==> src/rtl/i2c_addr_pkg.sv <==
package i2c_addr_pkg;

  typedef enum logic [1:0] {
    PH_IDLE  = 2'd0,
    PH_ARMED = 2'd1,
    PH_BITS  = 2'd2,
    PH_ACK   = 2'd3
  } phase_e;

  // Open-drain: pull low only to send a zero.
  function automatic logic pull_for(input logic bit_val);
    return ~bit_val;
  endfunction

  // A conflict is a released line that reads low.
  function automatic logic clash(input logic released, input logic line_lvl);
    return released & ~line_lvl;
  endfunction

endpackage

==> src/rtl/i2c_addr_sync.sv <==
module i2c_addr_sync #(
  parameter int STAGES = 2
) (
  input  logic clk,
  input  logic rst_n,
  input  logic d_i,
  output logic q_o
);
  logic [STAGES-1:0] chain_q;

  generate
    for (genvar s = 0; s < STAGES; s++) begin : g_stage
      always_ff @(posedge clk) begin
        if (!rst_n) chain_q[s] <= 1'b1;
        else if (s == 0) chain_q[s] <= d_i;
        else chain_q[s] <= chain_q[(s == 0) ? 0 : s-1];
      end
    end
  endgenerate

  assign q_o = chain_q[STAGES-1];
endmodule

==> src/rtl/i2c_addr_frame.sv <==
module i2c_addr_frame #(
  parameter int ADDR_W = 7,
  localparam int FRAME_W = ADDR_W + 1
) (
  input  logic               clk,
  input  logic               rst_n,
  input  logic               load_i,
  input  logic [ADDR_W-1:0]  addr_i,
  input  logic               rw_i,
  output logic [FRAME_W-1:0] frame_o
);
  logic [FRAME_W-1:0] frame_q;

  always_ff @(posedge clk) begin
    if (!rst_n) frame_q <= '0;
    else if (load_i) frame_q <= {addr_i, rw_i};
  end

  assign frame_o = frame_q;
endmodule

==> src/rtl/i2c_addr_ctrl.sv <==
module i2c_addr_ctrl
  import i2c_addr_pkg::*;
#(
  parameter int FRAME_W = 8,
  localparam int IDX_W = $clog2(FRAME_W),
  localparam logic [IDX_W-1:0] LAST_IDX = IDX_W'(FRAME_W - 1)
) (
  input  logic               clk,
  input  logic               rst_n,
  input  logic               start_i,
  input  logic [FRAME_W-1:0] frame_i,
  input  logic               line_i,
  input  logic               rise_i,
  input  logic               fall_i,
  output logic               accept_o,
  output logic               busy_o,
  output logic               pull_o,
  output logic               conflict_o,
  output logic               nack_o,
  output logic               done_o
);
  phase_e            phase_q;
  logic [IDX_W-1:0]  idx_q;
  logic              pull_q, conflict_q, nack_q, done_q;

  // Bit 0 of the sequence is the frame MSB.
  function automatic logic bit_at(input logic [FRAME_W-1:0] f, input logic [IDX_W-1:0] i);
    return f[FRAME_W-1-int'(i)];
  endfunction

  assign busy_o   = (phase_q != PH_IDLE);
  assign accept_o = start_i && !busy_o;

  always_ff @(posedge clk) begin
    if (!rst_n) begin
      phase_q    <= PH_IDLE;
      idx_q      <= '0;
      pull_q     <= 1'b0;
      conflict_q <= 1'b0;
      nack_q     <= 1'b0;
      done_q     <= 1'b0;
    end else begin
      case (phase_q)
        PH_IDLE: begin
          if (start_i) begin
            phase_q    <= PH_ARMED;
            done_q     <= 1'b0;
            nack_q     <= 1'b0;
            conflict_q <= 1'b0;
          end
        end
        PH_ARMED: begin
          if (fall_i) begin
            phase_q <= PH_BITS;
            idx_q   <= '0;
            pull_q  <= pull_for(bit_at(frame_i, '0));
          end
        end
        PH_BITS: begin
          if (fall_i) begin
            conflict_q <= 1'b0;
            if (idx_q == LAST_IDX) begin
              phase_q <= PH_ACK;
              pull_q  <= 1'b0;
            end else begin
              idx_q  <= idx_q + 1'b1;
              pull_q <= pull_for(bit_at(frame_i, idx_q + 1'b1));
            end
          end else if (rise_i) begin
            conflict_q <= clash(!pull_q, line_i);
          end
        end
        PH_ACK: begin
          if (fall_i) begin
            phase_q <= PH_IDLE;
            done_q  <= 1'b1;
          end else if (rise_i) begin
            nack_q <= line_i;
          end
        end
        default: phase_q <= PH_IDLE;
      endcase
    end
  end

  assign pull_o     = pull_q;
  assign conflict_o = conflict_q;
  assign nack_o     = nack_q;
  assign done_o     = done_q;
endmodule

==> src/rtl/i2c_addr_tx.sv <==
module i2c_addr_tx #(
  parameter int ADDR_W      = 7,
  parameter int SYNC_STAGES = 2
) (
  input  logic              clk,
  input  logic              rst_n,
  input  logic              start_i,
  input  logic              store_en_i,
  input  logic [ADDR_W-1:0] addr_i,
  input  logic              rw_i,
  input  logic              sda_pad_i,
  input  logic              scl_rise_i,
  input  logic              scl_fall_dly_i,
  output logic              sda_pull_o,
  output logic              conflict_o,
  output logic              nack_o,
  output logic              done_o
);
  localparam int FRAME_W = ADDR_W + 1;

  logic               line_sync;
  logic               accept_w;
  logic               xfer_busy;
  logic [FRAME_W-1:0] frame_w;

  i2c_addr_sync #(.STAGES(SYNC_STAGES)) u_sync (
    .clk(clk), .rst_n(rst_n), .d_i(sda_pad_i), .q_o(line_sync)
  );

  i2c_addr_frame #(.ADDR_W(ADDR_W)) u_frame (
    .clk(clk), .rst_n(rst_n),
    .load_i(accept_w && store_en_i),
    .addr_i(addr_i), .rw_i(rw_i), .frame_o(frame_w)
  );

  i2c_addr_ctrl #(.FRAME_W(FRAME_W)) u_ctrl (
    .clk(clk), .rst_n(rst_n), .start_i(start_i), .frame_i(frame_w),
    .line_i(line_sync), .rise_i(scl_rise_i), .fall_i(scl_fall_dly_i),
    .accept_o(accept_w), .busy_o(xfer_busy), .pull_o(sda_pull_o),
    .conflict_o(conflict_o), .nack_o(nack_o), .done_o(done_o)
  );
endmodule

==> config.mk <==
export PLATFORM = sky130hd
export DESIGN_NAME = i2c_addr_tx
export DESIGN_NICKNAME = d
export VERILOG_FILES = /design/src/rtl/i2c_addr_pkg.sv /design/src/rtl/i2c_addr_sync.sv /design/src/rtl/i2c_addr_frame.sv /design/src/rtl/i2c_addr_ctrl.sv /design/src/rtl/i2c_addr_tx.sv
export SDC_FILE = /design/constraint.sdc
export NUM_CORES = 1
export LEC_CHECK = 0
export BUFFER_PORTS_ARGS = -buffer_cell sky130_fd_sc_hd__buf_4
export CORE_MARGIN = 3
export CORE_UTILIZATION = 40
export CTS_BUF_LIST = sky130_fd_sc_hd__clkbuf_2
export CTS_CLUSTER_SIZE = 10
export DETAILED_ROUTE_END_ITERATION = 12
export GPL_ROUTABILITY_DRIVEN = 0
export HOLD_SLACK_MARGIN = 0.05
export SYNTH_ARGS = -nofsm -noshare
export SYNTH_HDL_FRONTEND = slang
export SYNTH_SLANG_ARGS = --single-unit
==> constraint.sdc <==
create_clock -name clk -period 4.65 [get_ports clk]
set_input_delay 0.6975 -clock clk [delete_from_list [all_inputs] [get_ports clk]]
set_output_delay 0.6975 -clock clk [all_outputs]
set_load 0.005 [all_outputs]
==> impl.org <==
** Clock tree
- Clock-pin transition on the worst setup and hold timing paths :: 0.17 ns
- Hold-fix buffers, CTS :: 0
- Cell at the root of the clock tree :: sky130_fd_sc_hd__clkbuf_2
- Clock tree from TritonCTS :: yes
- Once the clock tree was built, the resizer swapped 0 gates to a different size.
- The tree built by TritonCTS fans out to 19 sinks.
- The longest clock path from root to sink contains 2 buffers.
- Level count of the clock H-tree :: 1
- Worst skew pair latency :: 0.30 ns
- The number of setup buffers added after CTS is 0.
- TritonCTS buffer count :: 3

** Power
- IR analysis of the VDD net gives a maximum drop of between 0.00015 and 0.0002 V.
- In this run the power density over the cells is 369 nW/um^2.
- Overall power :: 0.418 mW
- Of the total power, the clock network draws 0.169.
- The share of total power dissipated in combinational logic is 0.357.
- Sequential share of power :: 0.474
- Power Internal :: 0.280 mW
- Net switching power :: 0.138 mW
- Switching share of power :: 0.330
- For this design the static power due to leakage is 0.499 nW.

** Detailed routing
- In this run the remaining antenna-violating nets after routing total 0.
- First-iteration detailed-routing DRC count :: 10
- Detailed-route DRC error count :: 0
- Initial DRT Pass Iterations :: 3
- Wire length per cell :: 12.2 microns
- Summing over every cut layer, the via total after detailed routing is 718.
- For this block, the routed nets add up to ~1700 microns of wire.
- Post-detailed-route via-to-cell ratio :: 5.13

** Floorplanning
- In this run the standard cell core region covers 2230 sq um.
- Die X :: 54.9 microns
- For this design the top-level I/O count stands at 19.
- Height of the chip :: 54.9 microns
- The initial utilization of the core area, before any placement, comes to 0.428.
- Die area :: 3010 sq um
- Number of placement rows :: 17

** Timing
- Share of the clock period used by the worst path :: 0.397
- Setup repair after global routing left no endpoint under its margin.
- Max-slew headroom at the worst pin :: 0.651
- Worst hold-check slack :: 0.432 ns
- Setup violations remaining at the end of the flow were counted as 0.
- Top achievable clock speed :: 542 MHz
- At the pin with the least slew margin, the transition time is 0.522 ns.
- Maximum clock skew at final layout :: 0.00602 ns
- Final sum of negative setup slack :: 0 ns
- The number of endpoints with negative hold slack in the final report came to 0.
- The worst path meets setup with 2.81 ns of slack.
- Number of max-slew violations in the final report :: 0
- Clock period minus worst slack :: ~1.8 ns

** Layout
- Post-Route Utilization :: 0.508
- Final #Nets :: around 130
- Fill cells :: 227
- In the final layout, the multi-input gates occupy 552 sq um.
- Ant. Diodes :: 0
- The area growth from synthesis to layout is 18.6%.
- Final std cells w/o fill :: 140
- Summing all non-filler instances in the final layout gives an area of between 1000 and 1500 sq um.
- Share of layout cells above drive strength 1 :: 0.232
- Registers take around 380 sq um.

** Global routing
- The first global-routing pass estimated 3010 microns of wire.
- In the global route stage, overall resource usage came out at 0.141.
- The number of global-route vias before repair is approximately 670.
- Remaining Overflow, GRT :: 0
- Entering global routing, the biggest net connects 21 pins.
- Initial antenna violation count :: 0

** Synth
- Library cell occupying the most area in the post-synthesis netlist :: sky130_fd_sc_hd__dfxtp_1
- Synth Flop Type :: sky130_fd_sc_hd__dfxtp_1
- Synthesized area :: 956 sq um
- Synthesized net count :: 114
- Cell with the most instances after synthesis :: sky130_fd_sc_hd__dfxtp_1
- Yosys mapped a number of flops with a built-in enable equal to 0.
- Sequential share of the synthesized area :: 0.398
- After synthesis, the most frequently instantiated cells are sky130_fd_sc_hd__dfxtp_1 (19), sky130_fd_sc_hd__nor2b_1 (17), sky130_fd_sc_hd__mux2i_1 (13).
- In this run the mean area of a mapped cell was approximately 10 sq um.
- Synthesized flop and latch total :: 19
- During synthesis, Yosys emitted a total of 0 warnings.
- Share of synthesized flip-flops with an asynchronous set or reset :: 0
- Area share of the leading cell type in the synthesized netlist :: 0.398
- In this run, distinct cell masters in the synthesized netlist total 27.
- Ranked by total cell area, the synthesized netlist is headed by sky130_fd_sc_hd__dfxtp_1 (40%), sky130_fd_sc_hd__mux2i_1 (14%), sky130_fd_sc_hd__nor2b_1 (11%).
- The cell count after synthesis came out at 93.

** Outcome
- The flow ran to the end, and the final reports show no timing, DRC or antenna violations.

** Setup path
- The worst setup path is of the flop to flop kind.
- Nature of the critical path endpoint :: flop
- Kind of cell with the highest combined delay on the critical path :: multiplexers
- Stage delay of the slowest cell on the critical path :: 0.52 ns
- CP Buf/Inv Count :: 0
- Worst Path Arrival :: 2.10 ns
- The critical path goes through ha_1 -> mux4_2 -> a2111oi_2 -> a21o_1.
- Largest fanout on the critical path :: 6
- The slowest stage of the critical path is the sky130_fd_sc_hd__mux4_2 cell.
- Startpoint class of the critical path :: flop
- For the worst setup path, the data required time is 4.91 ns.

** Placed design
- Timing analysis after detailed placement gives a worst setup slack of between 2 and 3 ns.
- DP HPWL :: 1290 microns
- Post-Place Cell Area :: 1110 sq um
- The number of placed instances, taps included, is 136.
- Input and output buffers added on the ports amount to 18.

** Flow run
- Count of maximum capacitance violations :: 0

** Hold path
- Class of the tightest hold or removal check :: flop to flop
## metal layers
layer / vias up / GRT usage / share of wire
met5: - / 0 / 0
met4: 0 / 0.0705 / 0.016
met3: 4 / 0.0354 / 0.039
met2: 12 / 0.213 / 0.47
met1: 329 / 0.183 / 0.48
li1: 373 / - / -
## final cells by class
type                    count  area share
well taps                  28      0.0309
clock buffers               4      0.0177
flip-flops and latches     19       0.336
repair buffers             18       0.119
multi-input cells          68       0.487
inverters                   3     0.00993
## registers in the layout, summed over array words and instances (netlist names)
name,cells
u_ctrl.conflict_o,1
u_ctrl.done_o,1
u_ctrl.idx_q,3
u_ctrl.nack_o,1
u_ctrl.phase_q,2
u_ctrl.pull_o,1
u_frame.frame_o,8
u_sync.chain_q,1
u_sync.q_o,1
## final timing paths
| kind | startpoint | cells past startpoint | slack, ns | to |
|---|---|---|---|---|
| max | u_ctrl.idx_q[0]$_SDFFE_PN0P_ | 4 | 2.81 | u_ctrl.pull_o$_SDFFE_PN0P_ |
| min | u_sync.chain_q[0]$_SDFF_PN1_ | 1 | 0.43 | u_sync.q_o$_SDFF_PN1_ |
| max reg2reg | u_ctrl.idx_q[0]$_SDFFE_PN0P_ | 4 | 2.81 | u_ctrl.pull_o$_SDFFE_PN0P_ |
| min reg2reg | u_sync.chain_q[0]$_SDFF_PN1_ | 1 | 0.43 | u_sync.q_o$_SDFF_PN1_ |
## cell families after synthesis
kind of cell	after synthesis	synth area share
compound gates	16	0.135
simple gates	31	0.192
buf+inv	6	0.0249
mux	15	0.171
fa+ha+maj	6	0.0785
flops	19	0.398
## power by group through the flow
stage	combinational [mW]	clock [mW]	sequential, mW
3_3_place_gp	0.147	0	0.202
6_report	0.149	0.0708	0.198
3_5_place_dp	0.151	0	0.202
5_1_grt	0.170	0.0845	0.200
4_1_cts	0.151	0.0752	0.198
2_1_floorplan	0.116	0	0.198
## worst reg2reg max path, cell delays in order, from the launching register on
cell and delay, ns:
sky130_fd_sc_hd__dfxtp_1 0.42, sky130_fd_sc_hd__ha_1 0.38, sky130_fd_sc_hd__mux4_2 0.52, sky130_fd_sc_hd__a2111oi_2 0.37, sky130_fd_sc_hd__a21o_1 0.11
## placed cells by master, fill, tap and decap left out
| master | netlist | routed |
|---|---|---|
| sky130_fd_sc_hd__mux4_2 | 1 | 1 |
| sky130_fd_sc_hd__nand3_1 | 2 | 2 |
| sky130_fd_sc_hd__nor3_1 | 2 | 2 |
| sky130_fd_sc_hd__a22oi_1 | 3 | 3 |
| sky130_fd_sc_hd__inv_1 | 3 | 3 |
| sky130_fd_sc_hd__a32o_1 | 1 | 1 |
| sky130_fd_sc_hd__a22o_1 | 1 | 1 |
| sky130_fd_sc_hd__a21o_1 | 1 | 1 |
| sky130_fd_sc_hd__clkbuf_2 | 0 | 4 |
| sky130_fd_sc_hd__buf_4 | 0 | 18 |
| sky130_fd_sc_hd__mux2i_1 | 13 | 13 |
| sky130_fd_sc_hd__mux2_2 | 1 | 1 |
| sky130_fd_sc_hd__ha_1 | 6 | 6 |
| sky130_fd_sc_hd__nor2b_1 | 17 | 17 |
| sky130_fd_sc_hd__nor3b_1 | 2 | 2 |
| sky130_fd_sc_hd__o21ai_0 | 2 | 2 |
| sky130_fd_sc_hd__nand4_1 | 1 | 1 |
| sky130_fd_sc_hd__a21boi_0 | 1 | 1 |
| sky130_fd_sc_hd__a22o_2 | 1 | 1 |
| sky130_fd_sc_hd__nand2_1 | 2 | 2 |
| sky130_fd_sc_hd__o311a_1 | 1 | 1 |
| sky130_fd_sc_hd__nor2_1 | 1 | 1 |
| sky130_fd_sc_hd__nand2b_1 | 4 | 4 |
| sky130_fd_sc_hd__a21oi_1 | 2 | 2 |
| sky130_fd_sc_hd__a2111oi_2 | 1 | 1 |
| sky130_fd_sc_hd__o221ai_1 | 2 | 2 |
| sky130_fd_sc_hd__dfxtp_1 | 19 | 19 |
No activity file was read; power rests on OpenSTA's default activity.
